`src/rtl/pci_cfg_pkg.sv`:
```
package pci_cfg_pkg;
  localparam int NUM_BARS  = 6;
  localparam int HDR_BYTES = 64;  // device-specific space begins here
  localparam int HDR_AW    = $clog2(HDR_BYTES);

  localparam int OFF_CMD   = 'h04;
  localparam int OFF_CLS   = 'h0C;
  localparam int OFF_LAT   = 'h0D;
  localparam int OFF_BAR0  = 'h10;
  localparam int OFF_ROM   = 'h30;
  localparam int OFF_ILINE = 'h3C;

  typedef struct packed {
    logic        err;
    logic [31:0] data;
  } rsp_t;

  function automatic logic size_ok(logic [2:0] s);
    return (s == 3'd1) || (s == 3'd2) || (s == 3'd4);
  endfunction
endpackage

```
`src/rtl/pci_cfg_bar.sv`:
```
module pci_cfg_bar #(
  parameter bit          IS_IO      = 1'b0,
  parameter logic [31:0] SIZE       = 32'h1000,
  parameter logic [31:0] SPACE_BASE = 32'h0
) (
  input  logic        clk_i,
  input  logic        rst_ni,
  input  logic        wr_i,
  input  logic [31:0] wdata_i,
  output logic [31:0] bar_o,
  output logic [31:0] win_base_o,
  output logic        win_valid_o,
  output logic        chg_o
);
  localparam logic [31:0] TMASK = IS_IO ? 32'h3 : 32'hF;
  localparam logic [31:0] TBITS = IS_IO ? 32'h1 : 32'h0;
  localparam logic [31:0] PROBE = ~(SIZE - 32'd1) & ~TMASK;

  logic [31:0] addr_q;
  logic [31:0] wr_addr;

  assign wr_addr = wdata_i & ~TMASK;
  assign bar_o   = addr_q | TBITS;

  always_ff @(posedge clk_i or negedge rst_ni) begin
    if (!rst_ni) begin
      addr_q      <= '0;
      win_base_o  <= '0;
      win_valid_o <= 1'b0;
      chg_o       <= 1'b0;
    end else begin
      chg_o <= 1'b0;
      if (wr_i) begin
        if (wdata_i == 32'hFFFF_FFFF) begin
          addr_q <= PROBE;
        end else begin
          addr_q <= wr_addr;
          if (wr_addr != '0) begin
            win_base_o  <= wr_addr + SPACE_BASE;
            win_valid_o <= 1'b1;
            chg_o       <= 1'b1;
          end
        end
      end
    end
  end
endmodule

```
`src/rtl/pci_cfg_rsp_pipe.sv`:
```
module pci_cfg_rsp_pipe
  import pci_cfg_pkg::*;
#(
  parameter int unsigned LAT = 2
) (
  input  logic clk_i,
  input  logic rst_ni,
  input  logic vld_i,
  input  rsp_t rsp_i,
  output logic vld_o,
  output rsp_t rsp_o
);
  logic [LAT-1:0] vld_q;
  rsp_t [LAT-1:0] rsp_q;

  always_ff @(posedge clk_i or negedge rst_ni) begin
    if (!rst_ni) begin
      vld_q <= '0;
      rsp_q <= '0;
    end else begin
      vld_q[0] <= vld_i;
      rsp_q[0] <= vld_i ? rsp_i : '0;
      for (int s = 1; s < int'(LAT); s++) begin
        vld_q[s] <= vld_q[s-1];
        rsp_q[s] <= rsp_q[s-1];
      end
    end
  end

  assign vld_o = vld_q[LAT-1];
  assign rsp_o = rsp_q[LAT-1];
endmodule

```
`src/rtl/pci_cfg_hdr.sv`:
```
module pci_cfg_hdr
  import pci_cfg_pkg::*;
#(
  parameter int unsigned                  RSP_LAT       = 2,
  parameter logic [15:0]                  VENDOR_ID     = 16'h1AB4,
  parameter logic [15:0]                  DEVICE_ID     = 16'h0001,
  parameter logic [15:0]                  STATUS_VAL    = 16'h0000,
  parameter logic [7:0]                   REVISION      = 8'h00,
  parameter logic [23:0]                  CLASS_CODE    = 24'h000000,
  parameter logic [15:0]                  SUBSYS_VENDOR = 16'h0000,
  parameter logic [15:0]                  SUBSYS_ID     = 16'h0000,
  parameter logic [7:0]                   INT_LINE_INIT = 8'h00,
  parameter logic [7:0]                   INT_PIN       = 8'h01,
  parameter logic [7:0]                   MIN_GNT       = 8'h00,
  parameter logic [7:0]                   MAX_LAT       = 8'h00,
  parameter logic [NUM_BARS-1:0]          BAR_IS_IO     = '0,
  parameter logic [NUM_BARS-1:0][31:0]    BAR_SIZE      = {NUM_BARS{32'h0000_1000}},
  parameter logic [31:0]                  IO_BASE       = 32'h0,
  parameter logic [31:0]                  MEM_BASE      = 32'h0
) (
  input  logic                         clk_i,
  input  logic                         rst_ni,
  input  logic                         req_i,
  input  logic                         we_i,
  input  logic [7:0]                   addr_i,
  input  logic [2:0]                   size_i,
  input  logic [31:0]                  wdata_i,
  output logic                         rsp_valid_o,
  output logic                         rsp_err_o,
  output logic [31:0]                  rsp_rdata_o,
  output logic [NUM_BARS-1:0][31:0]    win_base_o,
  output logic [NUM_BARS-1:0]          win_valid_o,
  output logic                         range_chg_o
);
  logic [15:0] cmd_q;
  logic [7:0]  cls_q, lat_q, line_q;
  logic [31:0] rom_q;

  logic [NUM_BARS-1:0][31:0] bar_val;
  logic [NUM_BARS-1:0]       bar_wr, bar_chg;

  logic acc_err, wr_ok;
  logic [HDR_BYTES-1:0][7:0] hdr;
  logic [31:0] rd_data;
  rsp_t rsp_in, rsp_out;

  assign acc_err = !size_ok(size_i) || (int'(addr_i) >= HDR_BYTES);
  assign wr_ok   = req_i && we_i && !acc_err;

  // header image
  always_comb begin
    hdr        = '0;
    hdr[1:0]   = VENDOR_ID;
    hdr[3:2]   = DEVICE_ID;
    hdr[5:4]   = cmd_q;
    hdr[7:6]   = STATUS_VAL;
    hdr[8]     = REVISION;
    hdr[11:9]  = CLASS_CODE;
    hdr[12]    = cls_q;
    hdr[13]    = lat_q;
    for (int b = 0; b < NUM_BARS; b++) hdr[OFF_BAR0 + 4*b +: 4] = bar_val[b];
    hdr[45:44] = SUBSYS_VENDOR;
    hdr[47:46] = SUBSYS_ID;
    hdr[51:48] = rom_q;
    hdr[60]    = line_q;
    hdr[61]    = INT_PIN;
    hdr[62]    = MIN_GNT;
    hdr[63]    = MAX_LAT;
  end

  always_comb begin
    rd_data = '0;
    for (int i = 0; i < 4; i++) begin
      if (i < int'(size_i) && (int'(addr_i) + i) < HDR_BYTES)
        rd_data[8*i +: 8] = hdr[HDR_AW'(int'(addr_i) + i)];
    end
  end

  // writable scalar fields
  always_ff @(posedge clk_i or negedge rst_ni) begin
    if (!rst_ni) begin
      cmd_q  <= '0;
      cls_q  <= '0;
      lat_q  <= '0;
      line_q <= INT_LINE_INIT;
      rom_q  <= '0;
    end else if (wr_ok) begin
      if ((size_i == 3'd4 || size_i == 3'd2) && int'(addr_i) == OFF_CMD) cmd_q <= wdata_i[15:0];
      if (size_i == 3'd1 && int'(addr_i) == OFF_CLS)   cls_q  <= wdata_i[7:0];
      if (size_i == 3'd1 && int'(addr_i) == OFF_LAT)   lat_q  <= wdata_i[7:0];
      if (size_i == 3'd1 && int'(addr_i) == OFF_ILINE) line_q <= wdata_i[7:0];
      if (size_i == 3'd4 && int'(addr_i) == OFF_ROM)
        rom_q <= (wdata_i == 32'hFFFF_FFFE) ? 32'hFFFF_FFFF : wdata_i;
    end
  end

  for (genvar b = 0; b < NUM_BARS; b++) begin : g_bar
    assign bar_wr[b] = wr_ok && size_i == 3'd4 && int'(addr_i) == OFF_BAR0 + 4*b;
    pci_cfg_bar #(
      .IS_IO      (BAR_IS_IO[b]),
      .SIZE       (BAR_SIZE[b]),
      .SPACE_BASE (BAR_IS_IO[b] ? IO_BASE : MEM_BASE)
    ) u_bar (
      .clk_i       (clk_i),
      .rst_ni      (rst_ni),
      .wr_i        (bar_wr[b]),
      .wdata_i     (wdata_i),
      .bar_o       (bar_val[b]),
      .win_base_o  (win_base_o[b]),
      .win_valid_o (win_valid_o[b]),
      .chg_o       (bar_chg[b])
    );
  end

  assign range_chg_o = |bar_chg;

  assign rsp_in.err  = acc_err;
  assign rsp_in.data = (we_i || acc_err) ? 32'h0 : rd_data;

  pci_cfg_rsp_pipe #(.LAT(RSP_LAT)) u_rsp (
    .clk_i  (clk_i),
    .rst_ni (rst_ni),
    .vld_i  (req_i),
    .rsp_i  (rsp_in),
    .vld_o  (rsp_valid_o),
    .rsp_o  (rsp_out)
  );

  assign rsp_err_o   = rsp_out.err;
  assign rsp_rdata_o = rsp_out.data;
endmodule

```
`config.mk`:
```
export PLATFORM = sky130hd
export DESIGN_NAME = pci_cfg_hdr
export DESIGN_NICKNAME = d
export VERILOG_FILES = /design/src/rtl/pci_cfg_pkg.sv /design/src/rtl/pci_cfg_bar.sv /design/src/rtl/pci_cfg_rsp_pipe.sv /design/src/rtl/pci_cfg_hdr.sv
export SDC_FILE = /design/constraint.sdc
export NUM_CORES = 1
export LEC_CHECK = 0
export ABC_CLOCK_PERIOD_IN_PS = 2500
export CORE_MARGIN = 3
export CORE_UTILIZATION = 40
export CTS_CLUSTER_SIZE = 20
export DETAILED_ROUTE_END_ITERATION = 16
export PLACE_DENSITY = 0.63
export SETUP_SLACK_MARGIN = 0.05
export SYNTH_ARGS = -nofsm -noshare
export SYNTH_HDL_FRONTEND = slang
export SYNTH_SLANG_ARGS = --single-unit
export TNS_END_PERCENT = 1
```
`constraint.sdc`:
```
create_clock -name clk_i -period 2.5 [get_ports clk_i]
set_clock_uncertainty 0.2 [all_clocks]
set_input_delay 0.375 -clock clk_i [delete_from_list [all_inputs] [get_ports clk_i]]
set_output_delay 0.375 -clock clk_i [all_outputs]
set_load 0.005 [all_outputs]
```
==> out/results.txt <==
Excluding fillers, the count of instances in the completed layout stands at 3,819. The detailed router finished its first iteration with 2,483 violations. The clock latency at the later pin of the worst-skew pair came out at 0.64 ns. For this design, the sink count on the clock tree is 488. Wires add up to 116,300 um.

The transition at the pin with the smallest max-transition slack works out to 0.9526 ns. For this run, the leading register cell type out of synthesis is dfrtp_1. The clock root buffer was clkbuf_16. Data on the critical path is required at its endpoint by 2.75 ns. Global-route usage over all layers: 32.39%. The worst register-to-register path begins at g_bar[1].u_bar.bar_o[6]$_DFFE_PN0P_. The global route total overflow was 0. Setup repair after global routing could not meet its margin everywhere. The run gives 44.82% as the part of the Yosys area used for sequential elements. Classification of the worst setup path: in2reg. The worst setup path is launched from an input pin. The via density per instance is 6.084, and the number of remaining DRC errors is 0. The total of max-cap violations is 0, and the portion of synthesized cell area occupied by the leading cell type is 44.82%. For the layout net count, the log shows 2,957. For this block, the via count after detailed routing is 23,234. The post-synthesis instance area is 0.02725 sq mm. The cell taking the most area after synthesis is dfrtp_1.

Data arrives at the worst endpoint at 2.75 ns. Across all register-to-register paths, the minimum setup slack is 0.09 ns. For the achievable frequency, the log shows 0.4001 GHz.

The endpoint identified for the worst register-to-register timing path is u_rsp.rsp_q[30]$_DFF_PN0_. TritonCTS built the clock tree. The quantity of I/O buffers inserted on ports works out to 255. For this run, the detailed router's first-pass iteration total came to 5. After floorplanning, the core was sized to cover 0.06728 sq mm.

After layout, the design draws a total of 19,090 uW. VDD sags by at most 513.6 uV. The logs give 280 for the number of top-level pins and 0 for the final-report setup violation count.

After synthesis, the netlist uses 80 different library cells. The count of nets left with antenna violations once routing finished came out at 0. The die width was 267.0 um; the final clock period utilization by the worst path was 99.97%. Synthesized flop and latch total: 488. In this run, synthesis inferred 0 flip-flops with an integrated enable. The run gives 0 as the number of warnings printed during yosys synthesis. Yosys attributes the largest share of cell area to dfrtp_1 45%, mux2_2 15%, mux4_2 10%, mux2i_1 3.5%, nand2_1 2.4%. Leaving out fill and tap cells, the most frequent cells in the layout are 488 x dfrtp_1, 427 x buf_4, 352 x mux2_2. Summed over all nets, the half-perimeter wirelength after detailed placement is 88,060 um.

After clock tree synthesis, the clock-pin slew on the worst setup and hold paths is 0.06 ns. The tools report the beginning of the critical path as addr_i[2]. The final setup TNS is 0 ns, and the number of cells in the design after placement is 3,696. The worst min-delay path category was in2reg. The floorplan has 95 rows. After synthesis, the mean cell area works out to 11.76 sq um. The number of global-route vias before repair was 23,442. For this design the ratio of total power to cell area is 521.1 mW/mm^2. The initial antenna violation count came out at 7. CTS built an H-tree with a depth of 2.

The post-route netlist has 40.05% of its cells at a drive strength greater than 1. The initial utilization of the core area, before any placement, comes to 40.50%. Leaving out fill and tap cells, the most frequent cell in the layout is dfrtp_1. The vertical extent of the die is 267.0 um.

The cell depth of the worst flop-to-flop path came out at 7. The final max-slew violation count came out at 0. The die area came out at 0.07129 sq mm.

Counting the buffers created by CTS gives 53. The analysis attributes to cell leakage a power of 0.01694 uW. The flow ran to the end, and the final reports show no timing, DRC or antenna violations. The endpoint class of the critical path is a register. In the synthesized netlist the async set-or-reset flop fraction comes to 100.0%.

The gate count of the mapped netlist is 2,317. The tools report the maximum clock insertion buffer count as 3. The cell depth of the worst hold path was 3; the normalized max-slew margin was 36.01%. Compared with the post-synthesis result, the final layout area differs by 34.44%. Along the worst path, the maximum fanout reaches 9. Routability-driven placement finished with a final weighted congestion of 1.020. The worst path needs 2.499 ns of the cycle, external delays included. Entering global routing, the biggest net connects 76 pins. The detail-routed net length per standard cell works out to 30.46 um.

The critical path ends at u_rsp.rsp_q[30]$_DFF_PN0_. The count of endpoints failing hold in the final timing report is 0. The first-pass GRT wire length is 168,100 um.
==> cells by family after synthesis <==
kind of cell    count (synthesis)  synth area share (%)
buf+inv                       328                 5.956
compound gates                419                 10.37
simple gates                  457                 8.155
other cells                     1               0.01376
xor+xnor                       22                0.7072
mux                           592                 29.52
flops                         488                 44.82
fa+ha+maj                      10                0.4592
==> sequential cells by signal, indices dropped and copies added (netlist names) <==
signal,flops
rom_q,32
line_q,8
cls_q,8
lat_q,8
g_bar.u_bar.chg_o,6
u_rsp.rsp_q,33
g_bar.u_bar.win_base_o,168
cmd_q,16
u_rsp.rsp_o,33
g_bar.u_bar.win_valid_o,6
u_rsp.vld_q,2
g_bar.u_bar.bar_o,168
==> area by class of cell <==
type	count	area, sq um
inverters	71	282.8
clock buffers	72	1538
clock inverters	27	297.8
multi-input cells	1527	13970
diodes	2	5.005
repair buffers	759	7231
fillers	5754	30640
well taps	873	1092
flip-flops and latches	488	12210
==> critical path: stages <==
cell and delay (ns):
buf_2 0.17, buf_6 0.18, inv_2 0.05, buf_4 0.13
or4b_4 0.53, mux2_2 0.28, or4_4 0.45, buf_12 0.18
nor4_4 0.40
==> power breakdown <==
| part | internal [uW] | switching (uW) |
|---|---|---|
| clock | 4680 | 3500 |
| sequential | 7920 | 15.9 |
| combinational | 1210 | 1770 |
==> metrics by stage <==
step                      hold slack [ns]  util [%]  setup WS [ns]  instance area (sq um)
final                             0.03952     54.45      0.0006410                  36630
after global routing              0.03856     54.45      0.0003721                  36630
after CTS                         0.08271     53.97       -0.02917                  36310
after floorplan                   -0.1206         -        -0.6524                  27420
after global placement             0.1324     50.66         -1.073                  34090
after detailed placement           0.1355     50.66         -1.092                  34090
==> cells in the mapped netlist, types with 8 or more instances <==
library cell  instances
nor2_1               81
a211oi_1             18
mux2_2              352
a211o_1              12
a22oi_1              27
nor2b_1              14
nand3_1              45
ha_1                 10
mux2_4               20
xor2_1                8
o311ai_0              8
nor4_1               18
nand4_1              21
a32oi_1              12
buf_4                77
nor3_1               35
o22ai_1              40
mux4_2              126
buf_2                69
or3_1                10
and2_1                8
inv_1                68
nand2b_1             14
a221oi_1             47
clkbuf_1             96
xnor2_1              14
a31oi_1              14
a21oi_1              60
nand2_1             172
mux2i_1              94
dfrtp_1             488
buf_1                12
o21ai_0             112
==> worst min path at each step <==
stage | from | endpoint | slack [ns]
floorplan | rst_ni | cls_q[0]$_DFFE_PN0P_ | -0.12
global placement | u_rsp.rsp_q[22]$_DFF_PN0_ | u_rsp.rsp_o[22]$_DFF_PN0_ | 0.13
detailed placement | u_rsp.rsp_q[24]$_DFF_PN0_ | u_rsp.rsp_o[24]$_DFF_PN0_ | 0.14
CTS | rst_ni | u_rsp.rsp_q[13]$_DFF_PN0_ | 0.08
global route | wdata_i[3] | line_q[3]$_DFFE_PN0P_ | 0.04
finish | wdata_i[3] | line_q[3]$_DFFE_PN0P_ | 0.04
==> timing repair <==
item,CTS,global route
cloned,3,3
buffers inserted,7,7
endpoints found under the setup margin,265,259
hold buffers,2,0
endpoints found under the hold margin,187,0
pin swaps,12,14
resized for setup,54,52
==> per-layer routing <==
metal,GRT usage (%),vias to the layer above,share of wire [%]
met5,0,-,0
met4,13.74,0,5.1
met3,5.153,262,8.1
met2,51.26,1206,46
met1,44.43,12014,41
li1,-,9752,-
(Power assumes the default switching activity.)
